$ cat src/rtl/huff_pkg.sv
package huff_pkg;

  // Longest codeword the matcher handles; the table type is sized by it.
  localparam int HUFF_MAX_LEN = 7;
  localparam int HUFF_LEN_W   = $clog2(HUFF_MAX_LEN + 1);

  // Element i holds the number of codewords of length i+1.
  typedef int unsigned huff_len_cnt_t [HUFF_MAX_LEN];

  // First canonical code value of a given length.
  function automatic int unsigned huff_first_code(huff_len_cnt_t cnt, int len);
    int unsigned code;
    code = 0;
    for (int l = 1; l <= HUFF_MAX_LEN; l++) begin
      if (l == len) return code;
      code = (code + cnt[l-1]) << 1;
    end
    return code;
  endfunction

  // Symbol index given to the first code of a given length.
  function automatic int unsigned huff_base_sym(huff_len_cnt_t cnt, int len);
    int unsigned base;
    base = 0;
    for (int l = 1; l < len; l++) base = base + cnt[l-1];
    return base;
  endfunction

endpackage

$ cat src/rtl/huff_code_match.sv
module huff_code_match
  import huff_pkg::*;
#(
  parameter huff_len_cnt_t LEN_COUNT = '{1, 0, 0, 3, 4, 4, 16},
  parameter int SYM_W   = 7,
  parameter int AVAIL_W = 5
) (
  input  logic [HUFF_MAX_LEN-1:0] peek,
  input  logic [AVAIL_W-1:0]      avail,
  output logic                    hit,
  output logic [HUFF_LEN_W-1:0]   len,
  output logic [SYM_W-1:0]        sym
);

  logic [HUFF_MAX_LEN-1:0] is_len;
  logic [SYM_W-1:0]        sym_at [HUFF_MAX_LEN];

  // One range compare per code length.
  for (genvar g = 0; g < HUFF_MAX_LEN; g++) begin : g_len
    localparam int L = g + 1;
    localparam logic [HUFF_MAX_LEN:0] FIRST =
      (HUFF_MAX_LEN + 1)'(huff_first_code(LEN_COUNT, L));
    localparam logic [HUFF_MAX_LEN:0] COUNT = (HUFF_MAX_LEN + 1)'(LEN_COUNT[g]);
    localparam logic [SYM_W-1:0] BASE = SYM_W'(huff_base_sym(LEN_COUNT, L));
    logic [HUFF_MAX_LEN:0] offset;
    assign offset    = {1'b0, peek >> (HUFF_MAX_LEN - L)} - FIRST;
    assign is_len[g] = offset < COUNT;
    assign sym_at[g] = BASE + SYM_W'(offset);
  end

  // The shortest matching length wins; a prefix-free table has only one.
  always_comb begin
    len = '0;
    sym = '0;
    for (int i = HUFF_MAX_LEN - 1; i >= 0; i--) begin
      if (is_len[i]) begin
        len = HUFF_LEN_W'(i + 1);
        sym = sym_at[i];
      end
    end
    hit = (|is_len) && (avail >= AVAIL_W'(len));
  end

endmodule

$ cat src/rtl/huff_decode_chain.sv
module huff_decode_chain
  import huff_pkg::*;
#(
  parameter huff_len_cnt_t LEN_COUNT = '{1, 0, 0, 3, 4, 4, 16},
  parameter int BUF_W   = 16,
  parameter int MAX_SYM = 8,
  parameter int SYM_W   = 7,
  parameter int CNT_W   = 5,
  parameter int NUM_W   = 4
) (
  input  logic [BUF_W-1:0]         win,
  input  logic [CNT_W-1:0]         avail,
  input  logic                     enable,
  output logic [NUM_W-1:0]         n_sym,
  output logic [CNT_W-1:0]         used,
  output logic [MAX_SYM*SYM_W-1:0] syms
);

  logic [BUF_W-1:0]   stg_win  [MAX_SYM+1];
  logic [CNT_W-1:0]   stg_rem  [MAX_SYM+1];
  logic [MAX_SYM:0]   stg_live;
  logic [MAX_SYM-1:0] take;

  assign stg_win[0]  = win;
  assign stg_rem[0]  = avail;
  assign stg_live[0] = enable;

  // Stage k peels codeword k off the top of the window.
  for (genvar k = 0; k < MAX_SYM; k++) begin : g_stage
    logic                  hit_k;
    logic [HUFF_LEN_W-1:0] len_k;
    logic [SYM_W-1:0]      sym_k;

    huff_code_match #(
      .LEN_COUNT(LEN_COUNT),
      .SYM_W    (SYM_W),
      .AVAIL_W  (CNT_W)
    ) u_match (
      .peek (stg_win[k][BUF_W-1 -: HUFF_MAX_LEN]),
      .avail(stg_rem[k]),
      .hit  (hit_k),
      .len  (len_k),
      .sym  (sym_k)
    );

    assign take[k]       = stg_live[k] && hit_k;
    assign stg_live[k+1] = take[k];
    assign stg_win[k+1]  = take[k] ? (stg_win[k] << len_k) : stg_win[k];
    assign stg_rem[k+1]  = take[k] ? (stg_rem[k] - CNT_W'(len_k)) : stg_rem[k];
    assign syms[k*SYM_W +: SYM_W] = take[k] ? sym_k : '0;
  end

  assign n_sym = NUM_W'($countones(take));
  assign used  = avail - stg_rem[MAX_SYM];

endmodule

$ cat src/rtl/huff_bit_buffer.sv
module huff_bit_buffer #(
  parameter int BUF_W = 16,
  parameter int IN_W  = 8,
  parameter int CNT_W = 5
) (
  input  logic             clk,
  input  logic             rst_n,
  input  logic             load,
  input  logic [IN_W-1:0]  data,
  input  logic [CNT_W-1:0] used,
  output logic [BUF_W-1:0] win,
  output logic [CNT_W-1:0] avail,
  output logic             room
);

  logic [BUF_W-1:0] bits_q, bits_d;
  logic [CNT_W-1:0] cnt_q, cnt_d, rem;
  logic             upd;

  // Next state: drop consumed bits, then place the new byte right behind
  // the remaining ones.
  always_comb begin
    rem    = cnt_q - used;
    room   = ({1'b0, rem} + (CNT_W + 1)'(IN_W)) <= (CNT_W + 1)'(BUF_W);
    bits_d = bits_q << used;
    cnt_d  = rem;
    if (load) begin
      bits_d = bits_d | ((BUF_W'(data) << (BUF_W - IN_W)) >> rem);
      cnt_d  = rem + CNT_W'(IN_W);
    end
    upd = load || (used != '0);
  end

  always_ff @(posedge clk or negedge rst_n) begin
    if (!rst_n) begin
      bits_q <= '0;
      cnt_q  <= '0;
    end else if (upd) begin
      bits_q <= bits_d;
      cnt_q  <= cnt_d;
    end
  end

  assign win   = bits_q;
  assign avail = cnt_q;

  AST_FILL_BOUND: assert property (@(posedge clk) disable iff (!rst_n)
    cnt_q <= CNT_W'(BUF_W)) else $error("fill level above capacity");
  AST_TAIL_CLEAR: assert property (@(posedge clk) disable iff (!rst_n)
    (bits_q << cnt_q) == '0) else $error("stale bits below valid region");
  AST_USED_BOUND: assert property (@(posedge clk) disable iff (!rst_n)
    used <= cnt_q) else $error("consumed more bits than buffered");
  AST_ACCEPT_FILL: assert property (@(posedge clk) disable iff (!rst_n)
    load |=> cnt_q >= CNT_W'(IN_W)) else $error("accepted byte missing");

endmodule

$ cat src/rtl/huff_multi_decoder.sv
module huff_multi_decoder
  import huff_pkg::*;
#(
  parameter int IN_W    = 8,
  parameter int BUF_W   = 16,
  parameter int MAX_SYM = 8,
  parameter int SYM_W   = 7,
  parameter huff_len_cnt_t LEN_COUNT = '{1, 0, 0, 3, 4, 4, 16},
  localparam int CNT_W = $clog2(BUF_W + 1),
  localparam int NUM_W = $clog2(MAX_SYM + 1)
) (
  input  logic                     clk,
  input  logic                     rst_n,
  input  logic                     in_valid,
  output logic                     in_ready,
  input  logic [IN_W-1:0]          in_data,
  output logic                     out_valid,
  input  logic                     out_ready,
  output logic [NUM_W-1:0]         out_count,
  output logic [MAX_SYM*SYM_W-1:0] out_syms,
  output logic [CNT_W-1:0]         out_left
);

  // Reset: asserted at once, released two edges later.
  logic [1:0] rst_pipe;
  logic       rst_core_n;

  always_ff @(posedge clk or negedge rst_n) begin
    if (!rst_n) rst_pipe <= '0;
    else        rst_pipe <= {rst_pipe[0], 1'b1};
  end
  assign rst_core_n = rst_pipe[1];

  logic                     slot_free, load;
  logic [BUF_W-1:0]         buf_win;
  logic [CNT_W-1:0]         buf_avail, dec_used;
  logic                     buf_room;
  logic [NUM_W-1:0]         dec_n;
  logic [MAX_SYM*SYM_W-1:0] dec_syms;

  assign slot_free = !out_valid || out_ready;
  assign in_ready  = buf_room;
  assign load      = in_valid && buf_room;

  huff_bit_buffer #(
    .BUF_W(BUF_W),
    .IN_W (IN_W),
    .CNT_W(CNT_W)
  ) u_buffer (
    .clk  (clk),
    .rst_n(rst_core_n),
    .load (load),
    .data (in_data),
    .used (dec_used),
    .win  (buf_win),
    .avail(buf_avail),
    .room (buf_room)
  );

  huff_decode_chain #(
    .LEN_COUNT(LEN_COUNT),
    .BUF_W    (BUF_W),
    .MAX_SYM  (MAX_SYM),
    .SYM_W    (SYM_W),
    .CNT_W    (CNT_W),
    .NUM_W    (NUM_W)
  ) u_chain (
    .win   (buf_win),
    .avail (buf_avail),
    .enable(slot_free),
    .n_sym (dec_n),
    .used  (dec_used),
    .syms  (dec_syms)
  );

  // Output beat register: next state, then register with enable.
  logic                     ov_d;
  logic [NUM_W-1:0]         count_d;
  logic [MAX_SYM*SYM_W-1:0] syms_d;
  logic [CNT_W-1:0]         left_d;

  always_comb begin
    ov_d    = dec_n != '0;
    count_d = dec_n;
    syms_d  = dec_syms;
    left_d  = buf_avail - dec_used;
  end

  always_ff @(posedge clk or negedge rst_core_n) begin
    if (!rst_core_n) begin
      out_valid <= 1'b0;
      out_count <= '0;
      out_syms  <= '0;
      out_left  <= '0;
    end else if (slot_free) begin
      out_valid <= ov_d;
      out_count <= count_d;
      out_syms  <= syms_d;
      out_left  <= left_d;
    end
  end

  AST_COUNT_RANGE: assert property (@(posedge clk) disable iff (!rst_core_n)
    out_valid |-> (out_count != '0) && (out_count <= NUM_W'(MAX_SYM)))
    else $error("beat symbol count out of range");
  AST_BEAT_HOLD: assert property (@(posedge clk) disable iff (!rst_core_n)
    (out_valid && !out_ready) |=> out_valid && $stable(out_count)
      && $stable(out_syms) && $stable(out_left))
    else $error("stalled beat changed");
  AST_PARTIAL_LEFT: assert property (@(posedge clk) disable iff (!rst_core_n)
    (out_valid && (out_count < NUM_W'(MAX_SYM))) |-> out_left < CNT_W'(HUFF_MAX_LEN))
    else $error("short beat left a full codeword behind");
  AST_STALL_KEEP: assert property (@(posedge clk) disable iff (!rst_core_n)
    (out_valid && !out_ready && !in_valid) |=> $stable(buf_avail))
    else $error("bits consumed while output stalled");

endmodule

$ cat config.mk
export PLATFORM = sky130hd
export DESIGN_NAME = huff_multi_decoder
export DESIGN_NICKNAME = d
export VERILOG_FILES = /design/src/rtl/huff_pkg.sv /design/src/rtl/huff_code_match.sv /design/src/rtl/huff_decode_chain.sv /design/src/rtl/huff_bit_buffer.sv /design/src/rtl/huff_multi_decoder.sv
export SDC_FILE = /design/constraint.sdc
export NUM_CORES = 1
export LEC_CHECK = 0
export BUFFER_PORTS_ARGS = -buffer_cell sky130_fd_sc_hd__buf_2
export CORE_ASPECT_RATIO = 1.25
export CORE_MARGIN = 4
export CORE_UTILIZATION = 47
export DETAILED_ROUTE_END_ITERATION = 6
export PLACE_DENSITY = 0.74
export SKIP_LAST_GASP = 1
export SYNTH_ARGS = -nofsm -noshare
export SYNTH_HDL_FRONTEND = slang
export SYNTH_SLANG_ARGS = --single-unit
$ cat constraint.sdc
create_clock -name clk -period 56.7 [get_ports clk]
set_input_delay 11.34 -clock clk [delete_from_list [all_inputs] [get_ports clk]]
set_output_delay 11.34 -clock clk [all_outputs]
set_load 0.02 [all_outputs]
# After elaboration in Yosys (flattened, before gate mapping)
# Cells that the tools add are included.
# totals
ff_bits	89
latch_bits	0
mem_bits_rw	0
mem_bits_ro	0
inputBits	12
output_inout_bits	67
elab_cells	364
mem_count	0
# classes
addsub	115
n_mul	0
n_div	0
order_cmp	65
n_eq_ne	0
shift	9
mux	137
n_bitwise	1
reduce_logical	30
# op_table
operator	n
7-bit two-way mux	64
3-bit two-way mux	56
8-bit by 1-bit < comparator with 1-bit output (second input constant)	16
8-bit by 3-bit < comparator with 1-bit output (second input constant)	16
16-bit two-way mux	8
4-bit by 7-bit adder with 7-bit output (first input constant)	16
16-bit by 3-bit left shift with 16-bit output	7
8-bit by 2-bit < comparator with 1-bit output (second input constant)	8
8-bit by 5-bit < comparator with 1-bit output (second input constant)	8
7-bit by 7-bit subtractor with 8-bit output (second input constant)	8
4-bit by 6-bit adder with 7-bit output (first input constant)	8
7-bit OR reduction	8
6-bit by 6-bit subtractor with 7-bit output (second input constant)	8
2-bit by 5-bit adder with 6-bit output (first input constant)	8
5-bit by 5-bit subtractor with 6-bit output (second input constant)	8
5-bit two-way mux	9
2-bit by 4-bit adder with 5-bit output (first input constant)	8
5-bit by 3-bit >= comparator with 1-bit output	8
4-bit by 4-bit subtractor with 5-bit output (second input constant)	8
5-bit by 3-bit subtractor with 5-bit output	8
2-bit by 3-bit adder with 4-bit output (first input constant)	8
3-bit by 3-bit subtractor with 4-bit output (second input constant)	8
2-bit by 2-bit subtractor with 3-bit output (second input constant)	8
1-bit logical AND	17
14 further kinds	28

# Depth between registers and ports, before layout
# depth
word_depth	110
ltp_mapped	173
mapped_depth_nobuf	162

# Modules after synthesis
# Synthesis repeated with hierarchy kept, for this count alone.
# unflattened
hier_cells	2535
area_unflattened_um2	18870.6
# by_module_without_submodules
module	n_inst	cells_each	area_each_um2	seq_area_each_um2
huff_decode_chain	1	1256	8470.6	0.0
huff_code_match at u_chain.g_stage[4].u_match ...	4	87	696.9	0.0
huff_code_match at u_chain.g_stage[0].u_match ...	4	95	690.7	0.0
huff_multi_decoder	1	298	2703.8	1701.6
huff_bit_buffer	1	253	2145.8	525.5

# Worst setup path before layout
# OpenSTA, ideal clock, no wires.
# synth_timing
path_kind	input to output
startpoint	in out_ready
endpoint	out in_ready
arrival_time_ns	38.817
required_time_ns	45.360
path_slack_ns	6.543
path_stages	136
path_buffers	9
cell_sequence	nor2b_1 > a31o_1 > buf_4 > or2_1 > a221o_1 > nand2_1 > inv_1 > ha_1 > xnor2_1 > inv_1 > ha_1 > o21ai_0 > a21o_2 > o211ai_2 > nor2_4 > inv_4 > ha_1 > nand2b_1 > (+100 left out) > nand2b_1 > a21o_1 > a21o_1 > nor2_1 > a21oi_1 > o31ai_1 > mux2i_1 > ha_1 > fa_1 > ha_1 > a21o_1 > maj3_1 > xnor2_1 > xnor2_1 > inv_1 > ha_1 > nand2_1 > o32ai_1
# synth_via
elab_chain_len	98
elab_cells_between_ends	202
cone_classes	52 x add/sub; 57 x order compare; 6 x shift; 64 x mux; 23 x reduce/logical
# synth_lines
item	line_no	rtl
start: declaration	huff_multi_decoder.sv:18	input logic out_ready,
1-bit logical OR *	huff_multi_decoder.sv:41	assign slot_free = !out_valid || out_ready;
1-bit logical AND *	huff_decode_chain.sv:46	assign take[k] = stg_live[k] && hit_k;
16-bit two-way mux	huff_decode_chain.sv:48	assign stg_win[k+1] = take[k] ? (stg_win[k] << len_k) : stg_win[k];
7-bit by 7-bit subtractor with 8-bit output	huff_code_match.sv:26	assign offset = {1'b0, peek >> (HUFF_MAX_LEN - L)} - FIRST;
8-bit by 5-bit < comparator with 1-bit output	huff_code_match.sv:27	assign is_len[g] = offset < COUNT;
3-bit two-way mux (7 in a row)	huff_code_match.sv:36	if (is_len[i]) begin
5-bit by 3-bit >= comparator with 1-bit output	huff_code_match.sv:41	hit = (|is_len) && (avail >= AVAIL_W'(len));
1-bit logical AND	huff_code_match.sv:41	
(+76 left out)	n/a	
5-bit by 3-bit >= comparator with 1-bit output	huff_code_match.sv:41	
1-bit logical AND	huff_code_match.sv:41	
1-bit logical AND	huff_decode_chain.sv:46	
5-bit two-way mux *	huff_decode_chain.sv:49	assign stg_rem[k+1] = take[k] ? (stg_rem[k] - CNT_W'(len_k)) : stg_rem[k];
5-bit subtractor *	huff_decode_chain.sv:54	assign used = avail - stg_rem[MAX_SYM];
5-bit subtractor *	huff_bit_buffer.sv:23	rem = cnt_q - used;
5-bit by 4-bit adder with 6-bit output *	huff_bit_buffer.sv:24	room = ({1'b0, rem} + (CNT_W + 1)'(IN_W)) <= (CNT_W + 1)'(BUF_W);
6-bit by 5-bit less-or-equal comparator with 1-bit output *	huff_bit_buffer.sv:24	
end: declaration	huff_multi_decoder.sv:15	output logic in_ready,
# Mark *: on every way between the ends. The rest lies on a longest branch, timed or not.

# Final worst setup path
# Ends and elaborated chain as after synthesis.

==> summary.md <==
| Metric | Value |
|---|---|
| Status | `finished, final reports clean` |
| Die height | `210 um` |
| CP required | `45360 ps` |
| Largest net degree at the start of global routing | `66` |
| Fmax | `18.4 MHz` |
| Most frequent cells in the layout | `nand2_1 (216), nor2_1 (186), a21oi_1 (150), ha_1 (142), o21ai_0 (118)` |
| Crit end category | `output pin` |
| Post-layout nets | `2179` |
| Post-DR wirelength/cell | `around 19 um` |
| Worst setup SP type | `primary input` |
| Final Cycle Share | `95.9%` |
| CTS tree | `done` |
| Commonest non-fill, non-tap cell in the layout | `nand2_1` |
| ANT cells | `0` |
| Number of port buffers | `78` |
| Tmin final | `54390 ps` |
| Reg2reg end | `u_buffer.avail[4]` |
| Critical path arrival | `43050 ps` |
| Full die area | `35500 um^2` |
| Via count of the first global-routing pass | `14969` |
| GR Overflow Total | `0` |
| # rows | `73` |
| Warnings, synthesis | `0` |
| Post-DP Area | `15800 um^2` |
| Initial antenna violation count | `0` |
| Capture point of the critical path | `in_ready` |
| Final HPWL DP | `between 30000 and 40000 um` |
| Finished Core Util | `50.6%` |
| Synthesized flop and latch total | `89` |
| Layout cell share with drive strength beyond 1 | `12.9%` |
| Num Clock Sinks | `slightly below 90` |
| Synth cell types | `141` |
| Final non-filler cell area | `approximately 16000 um^2` |
| RR Startpoint | `u_buffer.win[12]` |
| Detailed-route vias per instance | `between 6 and 7` |
| Syn_area_per_cell | `7.71 um^2` |
| Worst stage delay on the critical path | `610 ps` |
| Syn Nets | `2150` |
| Later-pin clock latency in the skew report | `400 ps` |
| Clock root buffer | `clkbuf_16` |
| Sequential share of the synthesized area | `approximately 15%` |
| Overall routed net length | `46200 um` |
| DRC errors left | `0` |
| Number of max-cap violations | `0` |
| Routed Antenna Nets | `0` |
| Routability Congestion | `between 0.9 and 1` |
| Slew Viols, Final | `0` |
| Crit Path Max Fanout | `31` |
| Worst slew pin tran | `1050 ps` |
| Worst path most repeated cell | `ha_1` |
| CTS H-Tree Depth | `3` |
| Final hold vios | `0` |
| CTS buffer count | `9` |
| Core region area | `32000 um^2` |
| Critical Path Start | `out_ready` |
| Slew margin rel. | `between 20 and 30%` |
| Mapped cell area | `15300 um^2` |
| Initial DRC count | `1206` |
| Final setup fails | `0` |
| Async SR Flop Fraction | `100%` |
| Mapped Cells | `1985` |
| Flop-to-flop setup slack | `20360 ps` |
| CP max stage cell | `or4_4` |
| Clock buffer depth | `2` |
| First-pass DRT Iterations | `6` |
| RSZ-0062 raised after global routing | `false` |
| Setup_tns | `0 ps` |
| Worst Reg2Reg Path Length in Cells | `148` |
| Global-route wire length before repair | `75400 um` |
| Via total after detailed routing | `15538` |
| EDFF count, synth | `0` |
| Synth-to-layout area growth | `5.78%` |
| Clk_skew | `19.4 ps` |
| Gr usage total | `25.2%` |
| Clock-pin slew on the worst setup and hold paths | `around 80 ps` |
| CTS hold repair buffers | `0` |
| Worst min path class | `flop to asynchronous set/reset pin` |
| Crit path kind | `primary input to output pin` |
| Dominant synthesized flop cell | `dfrtp_1` |
| # IOs | `79` |
| Die Wd | `169 um` |
| Initial core utilization | `between 40% and 50%` |
-- registers in the layout, indices dropped and copies added (netlist names) --
name            flops
out_valid           1
out_syms           56
out_count           4
out_left            5
u_buffer.win       16
rst_pipe            2
u_buffer.avail      5
-- cell usage after synthesis, types with 7 or more instances --
cell | number | share of area (%)
buf_4 | 22 | 1.1
o31ai_1 | 27 | 1.3
ha_1 | 142 | 12
mux2_2 | 17 | 1.3
xor2_1 | 20 | 1.1
a221oi_1 | 16 | 0.92
o221ai_1 | 11 | 0.63
buf_1 | 7 | 0.17
nand4_1 | 8 | 0.33
nand2b_1 | 17 | 0.69
o21ai_0 | 118 | 3.9
o21a_1 | 7 | 0.34
nand3_1 | 59 | 1.9
a211o_1 | 12 | 0.69
clkbuf_1 | 29 | 0.71
xnor2_1 | 58 | 3.3
o22ai_1 | 13 | 0.53
a31oi_1 | 20 | 0.82
a22o_1 | 29 | 1.7
a211oi_1 | 33 | 1.6
o31ai_2 | 7 | 0.57
o21ai_1 | 16 | 0.52
mux2i_1 | 79 | 5.2
nor2_1 | 187 | 4.6
inv_2 | 13 | 0.32
nor2b_1 | 15 | 0.61
buf_6 | 20 | 1.5
and3_1 | 11 | 0.45
or3_1 | 19 | 0.78
nand2_1 | 217 | 5.3
a21oi_1 | 151 | 4.9
and2_1 | 16 | 0.65
nor3_1 | 56 | 1.8
o31a_1 | 9 | 0.52
dfrtp_1 | 89 | 15
o211ai_1 | 18 | 0.88
a32o_1 | 11 | 0.72
a22oi_1 | 21 | 1.0
o211a_1 | 9 | 0.59
mux4_2 | 7 | 1.0
inv_1 | 100 | 2.5
fa_1 | 11 | 1.4
a21o_1 | 32 | 1.6
-- how the worst min path moves through the flow --
stage / end / slack (ps) / depth (start not counted)
2_1_floorplan: rst_pipe[1] / 330 / 0
3_3_place_gp: out_left[1] / 330 / 0
3_5_place_dp: out_left[1] / 340 / 0
4_1_cts: out_syms[54] / 350 / 0
5_1_grt: out_left[1] / 370 / 0
6_report: out_left[1] / 310 / 0
-- timing repair --
action | 4_1_cts | 5_1_grt
gates resized for setup | 0 | 16
buffers inserted | 0 | 8
endpoints found under the setup margin | 0 | 1
-- worst max-delay path: cells and delay by family --
| family | cells | cell delay [ps] |
|---|---|---|
| xor gates and xnor gates | 4 | 830 |
| adders and majority gates | 22 | 6380 |
| and+or+nand+nor | 33 | 7110 |
| buffers and inverters | 28 | 5110 |
| muxes | 1 | 210 |
| AOI/OAI and AO/OA | 49 | 12010 |
-- metrics by stage --
stage,instances,hold slack (ps),setup WS [ps]
finish,2431,314,2310
floorplan,1985,331,6540
detailed placement,2405,340,928
CTS,2421,347,839
global route,2431,371,5.08
global placement,2405,335,2110
-- per-layer routing --
metal	vias up	GRT usage (%)	share of wire, %	routed length [um]
li1	7453	-	-	-
met2	621	42.5	48	22300
met4	0	9.66	3.2	1490
met5	-	0	0	0
met3	124	3.49	5.7	2620
met1	7340	32.6	43	19800
-- area by class of cell --
type | instances | area [um^2]
multi-input cells | 1685 | 12000
inverters | 123 | 504
repair buffers | 104 | 586
flip-flops and latches | 89 | 2230
well taps | 412 | 515
repair inverters | 2 | 10.0
clock inverters | 7 | 81.3
clock buffers | 9 | 225
fillers | 3046 | 15800
-- cell families after synthesis --
family / share of synthesized area [%]
AO/OA/AOI/OAI: 32.6
AND/OR/NAND/NOR: 20.0
buffers and inverters: 7.19
adder cells (fa/ha/maj): 13.2
multiplexers: 7.81
flip-flops: 14.6
XOR/XNOR: 4.57
other: 0.0245
Power is left out: the tool's default activity adds up to more than one toggle a clock period on the data nets, which glitch-free logic cannot reach.
